File: src/rtl/pdc_pkg.sv
package pdc_pkg;

  localparam int PD_CODE_W = 6;

  typedef enum logic [2:0] {
    ST_RUN     = 3'd0,
    ST_PD1_EN  = 3'd1,
    ST_PD1_ANY = 3'd2,
    ST_PD2     = 3'd3,
    ST_PD3     = 3'd4
  } pd_state_e;

  localparam logic [PD_CODE_W-1:0] CODE_PD1_EN  = 6'b001001;
  localparam logic [PD_CODE_W-1:0] CODE_PD1_ANY = 6'b010001;
  localparam logic [PD_CODE_W-1:0] CODE_PD2     = 6'b011010;
  localparam logic [PD_CODE_W-1:0] CODE_PD3     = 6'b011100;

  function automatic logic [1:0] level_of(pd_state_e s);
    logic [1:0] lv;
    case (s)
      ST_PD1_EN, ST_PD1_ANY: lv = 2'd1;
      ST_PD2:                lv = 2'd2;
      ST_PD3:                lv = 2'd3;
      default:               lv = 2'd0;
    endcase
    return lv;
  endfunction

endpackage

File: src/rtl/pdc_code_decode.sv
module pdc_code_decode
  import pdc_pkg::*;
(
  input  logic [PD_CODE_W-1:0] code_i,
  output pd_state_e            target_o,
  output logic                 legal_o
);

  always_comb begin
    target_o = ST_RUN;
    legal_o  = 1'b1;
    case (code_i)
      CODE_PD1_EN:  target_o = ST_PD1_EN;
      CODE_PD1_ANY: target_o = ST_PD1_ANY;
      CODE_PD2:     target_o = ST_PD2;
      CODE_PD3:     target_o = ST_PD3;
      default:      legal_o  = 1'b0;
    endcase
  end

endmodule

File: src/rtl/pdc_wake_eval.sv
module pdc_wake_eval #(
  parameter int NUM_IRQ = 8
) (
  input  logic [NUM_IRQ-1:0] pend_i,
  input  logic [NUM_IRQ-1:0] mask_i,
  output logic               enabled_hit_o,
  output logic               any_hit_o
);

  logic [NUM_IRQ-1:0] qualified;

  for (genvar g = 0; g < NUM_IRQ; g++) begin : g_line
    assign qualified[g] = pend_i[g] & mask_i[g];
  end

  assign enabled_hit_o = |qualified;
  assign any_hit_o     = |pend_i;

endmodule

File: src/rtl/pdc_csr_mask.sv
module pdc_csr_mask #(
  parameter int WORD_W    = 32,
  parameter int FIELD_LSB = 10,
  parameter int FIELD_W   = 6
) (
  input  logic [WORD_W-1:0] word_i,
  output logic [WORD_W-1:0] word_o
);

  localparam int FIELD_MSB = FIELD_LSB + FIELD_W - 1;

  for (genvar b = 0; b < WORD_W; b++) begin : g_bit
    if (b >= FIELD_LSB && b <= FIELD_MSB) begin : g_hide
      assign word_o[b] = 1'b0 & word_i[b];
    end else begin : g_pass
      assign word_o[b] = word_i[b];
    end
  end

endmodule

File: src/rtl/pdc_fsm.sv
module pdc_fsm
  import pdc_pkg::*;
(
  input  logic      clk,
  input  logic      rst,
  input  logic      dev_rst_i,
  input  logic      req_we_i,
  input  pd_state_e req_target_i,
  input  logic      req_legal_i,
  input  logic      enabled_hit_i,
  input  logic      any_hit_i,
  output logic      halt_o,
  output logic [1:0] level_o,
  output logic      wake_o
);

  pd_state_e state_q, state_d;
  logic      wake_d;

  always_comb begin
    state_d = state_q;
    wake_d  = 1'b0;
    if (dev_rst_i) begin
      state_d = ST_RUN;
    end else begin
      case (state_q)
        ST_RUN: begin
          if (req_we_i && req_legal_i) state_d = req_target_i;
        end
        ST_PD1_EN: begin
          if (enabled_hit_i) begin
            state_d = ST_RUN;
            wake_d  = 1'b1;
          end
        end
        ST_PD1_ANY: begin
          if (any_hit_i) begin
            state_d = ST_RUN;
            wake_d  = 1'b1;
          end
        end
        ST_PD2, ST_PD3: state_d = state_q;
        default: state_d = ST_RUN;
      endcase
    end
  end

  always_ff @(posedge clk) begin
    if (rst) begin
      state_q <= ST_RUN;
      halt_o  <= 1'b0;
      level_o <= 2'd0;
      wake_o  <= 1'b0;
    end else begin
      state_q <= state_d;
      halt_o  <= (state_d != ST_RUN);
      level_o <= level_of(state_d);
      wake_o  <= wake_d;
    end
  end

endmodule

File: src/rtl/pwrdn_ctrl.sv
module pwrdn_ctrl
  import pdc_pkg::*;
#(
  parameter int WORD_W    = 32,
  parameter int FIELD_LSB = 10,
  parameter int NUM_IRQ   = 8
) (
  input  logic                 clk,
  input  logic                 rst,
  input  logic                 dev_rst_i,
  input  logic                 req_we_i,
  input  logic [PD_CODE_W-1:0] req_code_i,
  input  logic [WORD_W-1:0]    csr_rd_i,
  output logic [WORD_W-1:0]    csr_rd_o,
  input  logic [NUM_IRQ-1:0]   irq_pend_i,
  input  logic [NUM_IRQ-1:0]   irq_en_mask_i,
  output logic                 cpu_halt_o,
  output logic [1:0]           pd_level_o,
  output logic                 wake_pulse_o
);

  pd_state_e tgt;
  logic      tgt_legal;
  logic      en_hit;
  logic      any_hit;

  pdc_code_decode u_dec (
    .code_i   (req_code_i),
    .target_o (tgt),
    .legal_o  (tgt_legal)
  );

  pdc_wake_eval #(.NUM_IRQ(NUM_IRQ)) u_wake (
    .pend_i        (irq_pend_i),
    .mask_i        (irq_en_mask_i),
    .enabled_hit_o (en_hit),
    .any_hit_o     (any_hit)
  );

  pdc_csr_mask #(
    .WORD_W    (WORD_W),
    .FIELD_LSB (FIELD_LSB),
    .FIELD_W   (PD_CODE_W)
  ) u_mask (
    .word_i (csr_rd_i),
    .word_o (csr_rd_o)
  );

  pdc_fsm u_fsm (
    .clk           (clk),
    .rst           (rst),
    .dev_rst_i     (dev_rst_i),
    .req_we_i      (req_we_i),
    .req_target_i  (tgt),
    .req_legal_i   (tgt_legal),
    .enabled_hit_i (en_hit),
    .any_hit_i     (any_hit),
    .halt_o        (cpu_halt_o),
    .level_o       (pd_level_o),
    .wake_o        (wake_pulse_o)
  );

endmodule

File: config.mk
export PLATFORM = sky130hd
export DESIGN_NAME = pwrdn_ctrl
export DESIGN_NICKNAME = d
export VERILOG_FILES = /design/src/rtl/pdc_pkg.sv /design/src/rtl/pdc_code_decode.sv /design/src/rtl/pdc_wake_eval.sv /design/src/rtl/pdc_csr_mask.sv /design/src/rtl/pdc_fsm.sv /design/src/rtl/pwrdn_ctrl.sv
export SDC_FILE = /design/constraint.sdc
export NUM_CORES = 1
export LEC_CHECK = 0
export CAP_MARGIN = 10
export CELL_PAD_IN_SITES_DETAIL_PLACEMENT = 1
export CELL_PAD_IN_SITES_GLOBAL_PLACEMENT = 2
export CORE_MARGIN = 1
export CORE_UTILIZATION = 10
export DETAILED_ROUTE_END_ITERATION = 6
export PLACE_DENSITY = 0.91
export SETUP_SLACK_MARGIN = 0.02
export SYNTH_ARGS = -nofsm -noshare
export SYNTH_HDL_FRONTEND = slang
export SYNTH_SLANG_ARGS = --single-unit
File: constraint.sdc
create_clock -name clk -period 3.95 [get_ports clk]
set_input_delay 0.395 -clock clk [delete_from_list [all_inputs] [get_ports clk]]
set_output_delay 0.395 -clock clk [all_outputs]
set_load 0.05 [all_outputs]
* Yosys cells after proc, flatten, opt, wreduce, memory -nomap -nowiden
Cells that the tools add are included.
Operators by class: $add $sub $neg 0, multiply operators 0, divide/modulo/power cells 0, $lt $le $gt $ge 0, equal/unequal tests 12, shift operators 0, mux-type cells 11, bitwise gates (word level) 8, reductions and logical operators 9
Operator list (count):
- 3-bit one-hot mux with 4 select lines | 2
- 6-bit by 5-bit equality test with 1-bit output, second input constant | 3
- 8-bit OR reduction | 2
- 3-bit by 2-bit equality test with 1-bit output, second input constant | 4
- 3-bit two-way mux | 4
- 1-bit AND | 8
- 3-bit by 1-bit equality test with 1-bit output, second input constant | 2
- 3-bit equality test, second input constant | 2
- 6-bit by 4-bit equality test with 1-bit output, second input constant | 1
- 2-bit one-hot mux with 3 select lines | 1
- 2-bit OR reduction | 3
- 4-bit OR reduction | 1
- 3-bit zero test | 1
- 1-bit two-way mux | 3
- 3-bit nonzero test | 1
- 1-bit one-hot mux with 2 select lines | 1
- 1-bit logical AND | 1
Word-level totals: register bits after elaboration 7, bits in latches 0, memory bits (writable) 0, bits in read-only memories 0, logic and storage cells 44, memories kept 0

* Logic depth before layout (Yosys ltp)
Gate-level depths: netlist (run 1).
depth in word-level cells 10, mapped depth 5

* Modules after synthesis
A second synthesis (run 1) with hierarchy kept.
Unflattened totals: cell total of the unflattened synthesis 97, area total of the unflattened synthesis 780.7 um^2
Modules (own cells, without submodules):
- pdc_fsm | instances 1, cells each 41, area an instance 371.6 um^2, seq. area each 140.1 um^2
- pdc_csr_mask | instances 1, cells each 33, area an instance 244.0 um^2, seq. area each 0.0 um^2
- pdc_code_decode | instances 1, cells each 15, area an instance 112.6 um^2, seq. area each 0.0 um^2
- pdc_wake_eval | instances 1, cells each 8, area an instance 52.6 um^2, seq. area each 0.0 um^2

* Worst setup path before layout (run 1)
OpenSTA, ideal clock, no wires.
kind input-to-reg, from input req_code_i[1], to register u_fsm.level_o[0], arrival time 1.187 ns, setup slack 2.632 ns, cell stages on the path 5, cells stage by stage and3b_1 -> o2111ai_1 -> a21oi_2 -> a211oi_1 -> a211oi_1
Between the ends: cells in the longest elaborated chain, start to end 10, elaborated cells on any way between the ends 17, classes of those cells eq/ne (8); mux (6); reduce/logical (3)
RTL lines:
- from (decl) | line pwrdn_ctrl.sv:12 | input logic [PD_CODE_W-1:0] req_code_i,
- 6-bit by 4-bit equality test with 1-bit output / 6-bit by 5-bit equality test with 1-bit output (equally long branches) | line pdc_code_decode.sv:12 | case (code_i)
- 4-bit OR reduction (no line)
- 1-bit two-way mux | line pdc_code_decode.sv:12
- 1-bit logical AND | line pdc_fsm.sv:28 | if (req_we_i && req_legal_i) state_d = req_target_i;
- 3-bit two-way mux * | line pdc_fsm.sv:28
- 3-bit one-hot mux with 4 select lines * | line pdc_fsm.sv:26 | case (state_q)
- 3-bit two-way mux * | line pdc_fsm.sv:23 | if (dev_rst_i) begin
- 3-bit by 1-bit equality test with 1-bit output / 3-bit by 2-bit equality test with 1-bit output (equally long branches) | line pdc_pkg.sv:20 | case (s)
- 2-bit OR reduction | line pdc_pkg.sv:20
- 2-bit one-hot mux with 3 select lines * | line pdc_pkg.sv:20
- to (signal assigned) | line pdc_fsm.sv:57 | level_o <= level_of(state_d);
- to (decl) | line pdc_fsm.sv:13 | output logic [1:0] level_o,
Every way passes the cells marked *; elsewhere a longest branch is shown, timed or not. A chain may end at the register's enable or synchronous reset.

* Worst setup path after layout (run 1)
from input irq_pend_i[5], to register u_fsm.level_o[0]
Between the ends: cells in the longest elaborated chain, start to end 8, elaborated cells on any way between the ends 13, classes of those cells eq/ne (4); mux (5); bitwise (1); reduce/logical (3)
RTL lines:
- from (decl) | line pwrdn_ctrl.sv:15 | input logic [NUM_IRQ-1:0] irq_pend_i,
- 1-bit AND | line pdc_wake_eval.sv:13 | assign qualified[g] = pend_i[g] & mask_i[g];
- 8-bit OR reduction | line pdc_wake_eval.sv:16 | assign enabled_hit_o = |qualified;
- 3-bit two-way mux | line pdc_fsm.sv:31 | if (enabled_hit_i) begin
- 3-bit one-hot mux with 4 select lines * | line pdc_fsm.sv:26
- 3-bit two-way mux * | line pdc_fsm.sv:23
- 3-bit by 1-bit equality test with 1-bit output / 3-bit by 2-bit equality test with 1-bit output (equally long branches) | line pdc_pkg.sv:20
- 2-bit OR reduction | line pdc_pkg.sv:20
- 2-bit one-hot mux with 3 select lines * | line pdc_pkg.sv:20
Marked as above.

==> metrics.yaml, run 1 <==
starting_density_of_the_core: 0.106
mapped_cells: 79
setup.worst_path.end_class: "flop"
postPlaceCellArea_sq_um: 803
timing.final.crit_period_ns: 1.78
detailed_place_hpwl_mm: 1.32
clockPowerShare: 0.447
io_pins: 94
worst_hold_path_type: "flop to flop"
comb_power_share: 0.233
met2_length_um: 806
numClockSinks: 7
route.met3.wl_um: 202
outcome: "finished clean"
fmaxAchievable_mhz: 561
maxUsedRoutingLayer: "met4"
wl_met1_um: 525
ys_warnings: 0
worst-slew-pin-transition_ns: 0.510
vias: 540
die-width_um: 82.0
final-max-slew-violation-count: 0
ctsResizeCount: 0
ys_seq_elements: 7
hold_violations: 0
highest_ir_drop_seen_on_vdd_mv: 0.0887
layout_commonest_cell: "sky130_fd_sc_hd__clkdlybuf4s50_1"
clock-skew-final_ns: 0.00380
clk_pin_slew_worst_paths_ns: 0.04
postCtsSetupBuffers: 0
ys_seq_area_frac: 0.219
critPathKind: "input port to flop"
switchingPower_mw: 0.0558
highest_count_cells_in_the_layout_ignoring_fill_and_taps: "sky130_fd_sc_hd__clkdlybuf4s50_1, sky130_fd_sc_hd__dfxtp_1, sky130_fd_sc_hd__conb_1"
cts-buffers-inserted: 3
gp_congestion: 0.651
postCtsHoldBufs: 0
worst_setup_path_start_kind: "input port"
fp-row-count: 28
yosysTopAreaCell: "sky130_fd_sc_hd__buf_4"
share_seq_of_total_power: 0.320
drive_above_1_share: 0.0706
power.leakage_nw: 0.283
die_outline_area_sq_um: 6730
intPower_mw: 0.168
remaining_drcs: 0
timing.critical_path.arrival_ns: 1.92
power.switching_fraction: 0.249
fin_crit_sh: 0.451
dpl_worst_slack_ns: 1.88
synth_cell_types: 24
maximum_fanout_encountered_on_the_critical_timing_path: 4
grt_antenna_before_repair: 0
tns_ns: 0
grt_first_pass_wirelength_mm: 2.17
synth_largest_type_area_fraction: 0.375
worst_slack_ns: 2.17
syn_area_sq_um: 641
global_route.usage.total: 0.0423
worst_ep_required_time_ns: 4.08
post_route_cell_area_sq_um: 848
nNetsFinal: 144
drt.antenna.violating_nets: 0
tritoncts_clock_tree: "done"
max-cap-violations: 0
rsz0062_at_grt: "false"
synth_area_per_cell_sq_um: 8.11
clockRootBuffer: "sky130_fd_sc_hd__clkbuf_8"
setup_violations: 0
drt-initial-drc-count: 6
number_of_detailed_routing_iterations_run_before_antenna_repair: 2
floorplan_die_height_um: 82.0
grt_max_degree: 8
placement.io_buffers: 29
finalWirelength_mm: 1.57
overflow: 0
layout_filler_cell_count: 709
routed_wirelength_normalized_by_instance_count_um: 9.79
power.density_cell_area_nw_per_um2: 264
areaGrowthSynthToFinish_pct: 32.4
viasPerCell: 3.38
htree_num_levels: 1
antenna-diode-count: 0
slew_headroom: 0.659
first_global_vias: 536
cts.path.max_buffers: 2
insertion_delay_ns: 0.23
cell_types_occupying_the_most_area_after_synthesis: "sky130_fd_sc_hd__buf_4, sky130_fd_sc_hd__dfxtp_1, sky130_fd_sc_hd__a22oi_1, sky130_fd_sc_hd__a21oi_1, sky130_fd_sc_hd__nor2_1"
coreArea_sq_um: 6060
[final timing paths]
kind,to,from,cells past startpoint,slack (ns)
setup / recovery,u_fsm.level_o[0],irq_pend_i[5],6,2.17
hold / removal,u_fsm.wake_o,u_fsm.state_q[2],1,0.51
hold reg to reg,u_fsm.wake_o,u_fsm.state_q[2],1,0.51
setup reg to reg,u_fsm.level_o[0],u_fsm.state_q[0],5,2.51
[final cells by class]
cell class,count,area (sq um),share of cell area
Multi-Input combinational cell,44,275,0.324
Timing Repair Buffer,29,290,0.342
Tap cell,75,93.8,0.111
Clock buffer,4,45.0,0.0531
Sequential cell,7,140,0.165
Inverter,1,3.75,0.00442
[synth_stat cells (all sizes together)]
| cell | n |
|---|---|
| buf | 32 |
| dfxtp | 7 |
| a21oi | 6 |
| nor2 | 5 |
| a22oi | 4 |
| nor4 | 4 |
| nor2b | 3 |
| a211oi | 2 |
| and3b | 2 |
| nand2 | 2 |
| a31oi | 1 |
| a41oi | 1 |
| and4bb | 1 |
| conb | 1 |
| inv | 1 |
| nand2b | 1 |
| nand4 | 1 |
| nor3 | 1 |
| nor3b | 1 |
| o2111ai | 1 |
| o22ai | 1 |
| or2b | 1 |
[critical path, stage by stage]
cell and delay, ns:
sky130_fd_sc_hd__clkdlybuf4s50_1 0.43, sky130_fd_sc_hd__nor4_1 0.31, sky130_fd_sc_hd__a21oi_1 0.15, sky130_fd_sc_hd__o22ai_1 0.28
sky130_fd_sc_hd__a211oi_1 0.11, sky130_fd_sc_hd__a211oi_1 0.24
[metrics by stage]
stage	hold WS, ns	total power, mW	cells	utilization
6_report	0.511	0.224	160	0.140
2_1_floorplan	0.458	0.169	84	-
4_1_cts	0.516	0.226	160	0.140
3_5_place_dp	0.514	0.125	156	0.133
3_3_place_gp	0.507	0.125	156	0.133
5_1_grt	0.558	0.235	160	0.140
[power groups by stage]
stage	combinational, mW	clock [mW]	sequential [mW]
floorplan	0.0957	0	0.0737
global placement	0.0520	0	0.0728
detailed placement	0.0524	0	0.0728
CTS	0.0527	0.102	0.0716
global route	0.0557	0.107	0.0716
finish	0.0522	0.100	0.0716
[kinds of logic (layout without fill, tap and decap cells)]
kind of cell           Yosys count  after routing  synth area share
AO/OA/AOI/OAI                   16             16             0.170
AND/OR/NAND/NOR                 22             22             0.225
other                            1              6           0.00585
buffers and inverters           33             34             0.381
flip-flops                       7              7             0.219
[state kept, by name (all words and copies together), names as in the netlist]
signal and count:
u_fsm.halt_o 1, u_fsm.level_o 2, u_fsm.state_q 3, u_fsm.wake_o 1
[layer usage]
layer  track usage  vias to the layer above
met5             0                        -
met4        0.0333                        0
met3       0.00778                        8
met2        0.0843                       22
met1        0.0359                      253
li1              -                      257
Power figures use the tool's default switching activity.
==> run 2, diff against run 1 <==
--- a/config.mk
+++ b/config.mk
@@ -11,7 +11,7 @@
 export CORE_MARGIN = 1
 export CORE_UTILIZATION = 10
 export DETAILED_ROUTE_END_ITERATION = 6
-export PLACE_DENSITY = 0.91
+export PLACE_DENSITY = 0.94
 export SETUP_SLACK_MARGIN = 0.02
 export SYNTH_ARGS = -nofsm -noshare
 export SYNTH_HDL_FRONTEND = slang
==> constraint.sdc (replaced) <==
create_clock -name clk -period 1.5 [get_ports clk]
set_input_delay 0.15 -clock clk [delete_from_list [all_inputs] [get_ports clk]]
set_output_delay 0.15 -clock clk [all_outputs]
set_load 0.05 [all_outputs]
==> metrics.yaml, run 2 (synthesis results as in run 1) <==
htree_num_levels: 1  # unchanged
cp_top_family: "compound AO/OA/AOI/OAI gates"  # unchanged
critPathSlowestCell: "sky130_fd_sc_hd__clkdlybuf4s50_1"  # unchanged
starting_density_of_the_core: 0.106  # unchanged
fmaxAchievable_mhz: 691
worst_slack_ns: 0.0524  # was 2.17 ns
highest_ir_drop_seen_on_vdd_mv: 0.219  # was 0.0887 mV
timing.critical_path.arrival_ns: 1.59  # was 1.92 ns
number_of_flip_flops_in_the_largest_register: 3  # unchanged
fp-row-count: 28  # unchanged
coreArea_sq_um: 6060  # unchanged
dpl_worst_slack_ns: -0.297  # was 1.88 ns
global_route.usage.total: 0.0518  # was 0.0423
first_global_vias: 625  # was 536
setup.worst_path.end_class: "flop"  # unchanged
worst_setup_path_start_kind: "input port"  # unchanged
vias: 574  # was 540
tritoncts_clock_tree: "done"  # unchanged
cts-buffers-inserted: 3  # unchanged
number_of_detailed_routing_iterations_run_before_antenna_repair: 3  # was 2
nNetsFinal: 152  # was 144
routed_wirelength_normalized_by_instance_count_um: 11.0  # was 9.79 um
clk_pin_slew_worst_paths_ns: 0.04  # about the same
cts.path.max_buffers: 2  # unchanged
final-max-slew-violation-count: 0  # unchanged
grt_antenna_before_repair: 0  # unchanged
power_mw: 0.604  # was 0.224 mW
placement.io_buffers: 29  # unchanged
cp_cell_sequence: "clkdlybuf4s50_1 -> a22oi_1 -> a41oi_2 -> buf_4 -> a21oi_2 -> a211oi_2 -> a211oi_2"  # was clkdlybuf4s50_1 -> nor4_1 -> a21oi_1 -> o22ai_1 -> a211oi_1 -> a211oi_1
drt-initial-drc-count: 20  # was 6
grt_max_degree: 7  # was 8
power.leakage_nw: 0.378  # was 0.283 nW
highest_count_cells_in_the_layout_ignoring_fill_and_taps: "sky130_fd_sc_hd__clkdlybuf4s50_1, sky130_fd_sc_hd__buf_4, sky130_fd_sc_hd__dfxtp_1"  # was sky130_fd_sc_hd__clkdlybuf4s50_1, sky130_fd_sc_hd__dfxtp_1, sky130_fd_sc_hd__conb_1
power.density_cell_area_nw_per_um2: 632  # was 264 nW/um^2
antenna-diode-count: 0  # unchanged
remaining_drcs: 0  # unchanged
hold_violations: 0  # unchanged
floorplan_die_height_um: 82.0  # unchanged
overflow: 0  # unchanged
setup_violations: 0  # unchanged
clockRootBuffer: "sky130_fd_sc_hd__clkbuf_8"  # unchanged
worst_ep_required_time_ns: 1.64  # was 4.08 ns
detailed_place_hpwl_mm: 1.53  # was 1.32 mm
drive_above_1_share: 0.280  # was 0.0706
finalWirelength_mm: 1.84  # was 1.57 mm
fin_crit_sh: 0.965
clock-skew-final_ns: 0.00140  # was 0.00380 ns
insertion_delay_ns: 0.22  # was 0.23 ns
viasPerCell: 3.42  # was 3.38
io_pins: 94  # unchanged
postCtsHoldBufs: 0  # unchanged
layout_commonest_cell: "sky130_fd_sc_hd__clkdlybuf4s50_1"  # unchanged
critical-path-max-stage-delay_ns: 0.44  # was 0.43 ns
critPathKind: "input port to flop"  # unchanged
die-width_um: 82.0  # unchanged
die_outline_area_sq_um: 6730  # unchanged
max-cap-violations: 0  # unchanged
top_reg_by_flops: "u_fsm.state_q"  # unchanged
worst_hold_path_type: "input port to primary output"  # was flop to flop
outcome: "finished clean"  # unchanged
rsz0062_at_grt: "true"  # was false
maximum_fanout_encountered_on_the_critical_timing_path: 2  # was 4
drt.antenna.violating_nets: 0  # unchanged
worstPathBufferInverterCount: 2  # was 1
grt_first_pass_wirelength_mm: 2.59  # was 2.17 mm
gp_congestion: 0.738  # was 0.651
timing.final.crit_period_ns: 1.45
areaGrowthSynthToFinish_pct: 49.2  # was 32.4%
registers_with_the_highest_flip_flop_counts: "u_fsm.state_q x3, u_fsm.level_o x2"  # unchanged
path_common_cell: "sky130_fd_sc_hd__a211oi_2"  # was sky130_fd_sc_hd__a211oi_1
numClockSinks: 7  # unchanged
==> run 2: cell types whose count changed in the layout (fill, tap and decap cells not counted), sizes merged <==
cell,change
buf,+12
clkdlybuf4s50,-8
dlymetal6s2s,+4
==> run 2: cell type report <==
| cell class | count | area [sq um] |
|---|---|---|
| inverters | 1 | 3.75 |
| flip-flops and latches | 7 | 140 |
| fillers | 707 | 5100 |
| well taps | 75 | 93.8 |
| clock buffers | 4 | 45.0 |
| repair buffers | 37 | 350 |
| multi-input cells | 44 | 323 |
==> run 2: worst paths after layout <==
check / start / endpoint / slack, ns / cells past startpoint
worst max-delay path: irq_pend_i[2] / u_fsm.level_o[0] / 0.05 / 7
worst min-delay path: csr_rd_i[0] / csr_rd_o[0] / 0.30 / 0
worst max register to register: u_fsm.state_q[0] / u_fsm.level_o[0] / 0.13 / 6
worst min register to register: u_fsm.state_q[2] / u_fsm.wake_o / 0.53 / 1
==> run 2: repair_timing <==
item | 4_1_cts | 5_1_grt
pin swaps | 1 | 2
cloned | 0 | 0
gates resized for setup | 5 | 8
buffers inserted | 0 | 0
endpoints found under the setup margin | 1 | 5
==> run 2: worst register-to-register path: stages (launching register included) <==
cell                       delay (ns)
sky130_fd_sc_hd__dfxtp_1         0.42
sky130_fd_sc_hd__nand2b_1        0.13
sky130_fd_sc_hd__a41oi_2         0.19
sky130_fd_sc_hd__buf_4           0.15
sky130_fd_sc_hd__a21oi_2         0.04
sky130_fd_sc_hd__a211oi_2        0.25
sky130_fd_sc_hd__a211oi_2        0.07
==> run 2: metal layers <==
layer,track usage,share of wire,vias up
li1,-,-,268
met1,0.0445,0.32,281
met2,0.107,0.56,21
met3,0.0144,0.11,4
met4,0.0246,0.0071,0
met5,0,0,-
==> run 2: power by group <==
group,leakage (nW),switching (mW),internal [mW]
clock,0.0228,0.0761,0.183
combinational,0.299,0.0768,0.0791
sequential,0.0564,0.000687,0.188
==> run 2: stage by stage <==
step	util	instance area, sq um	TNS (ns)	std cells	hold slack, ns
2_1_floorplan	-	659	0	84	0.222
3_3_place_gp	0.141	853	-0.739	164	0.300
3_5_place_dp	0.141	853	-1.08	164	0.300
4_1_cts	0.153	926	0	168	0.300
5_1_grt	0.158	956	-0.00497	168	0.300
6_report	0.158	956	0	168	0.300
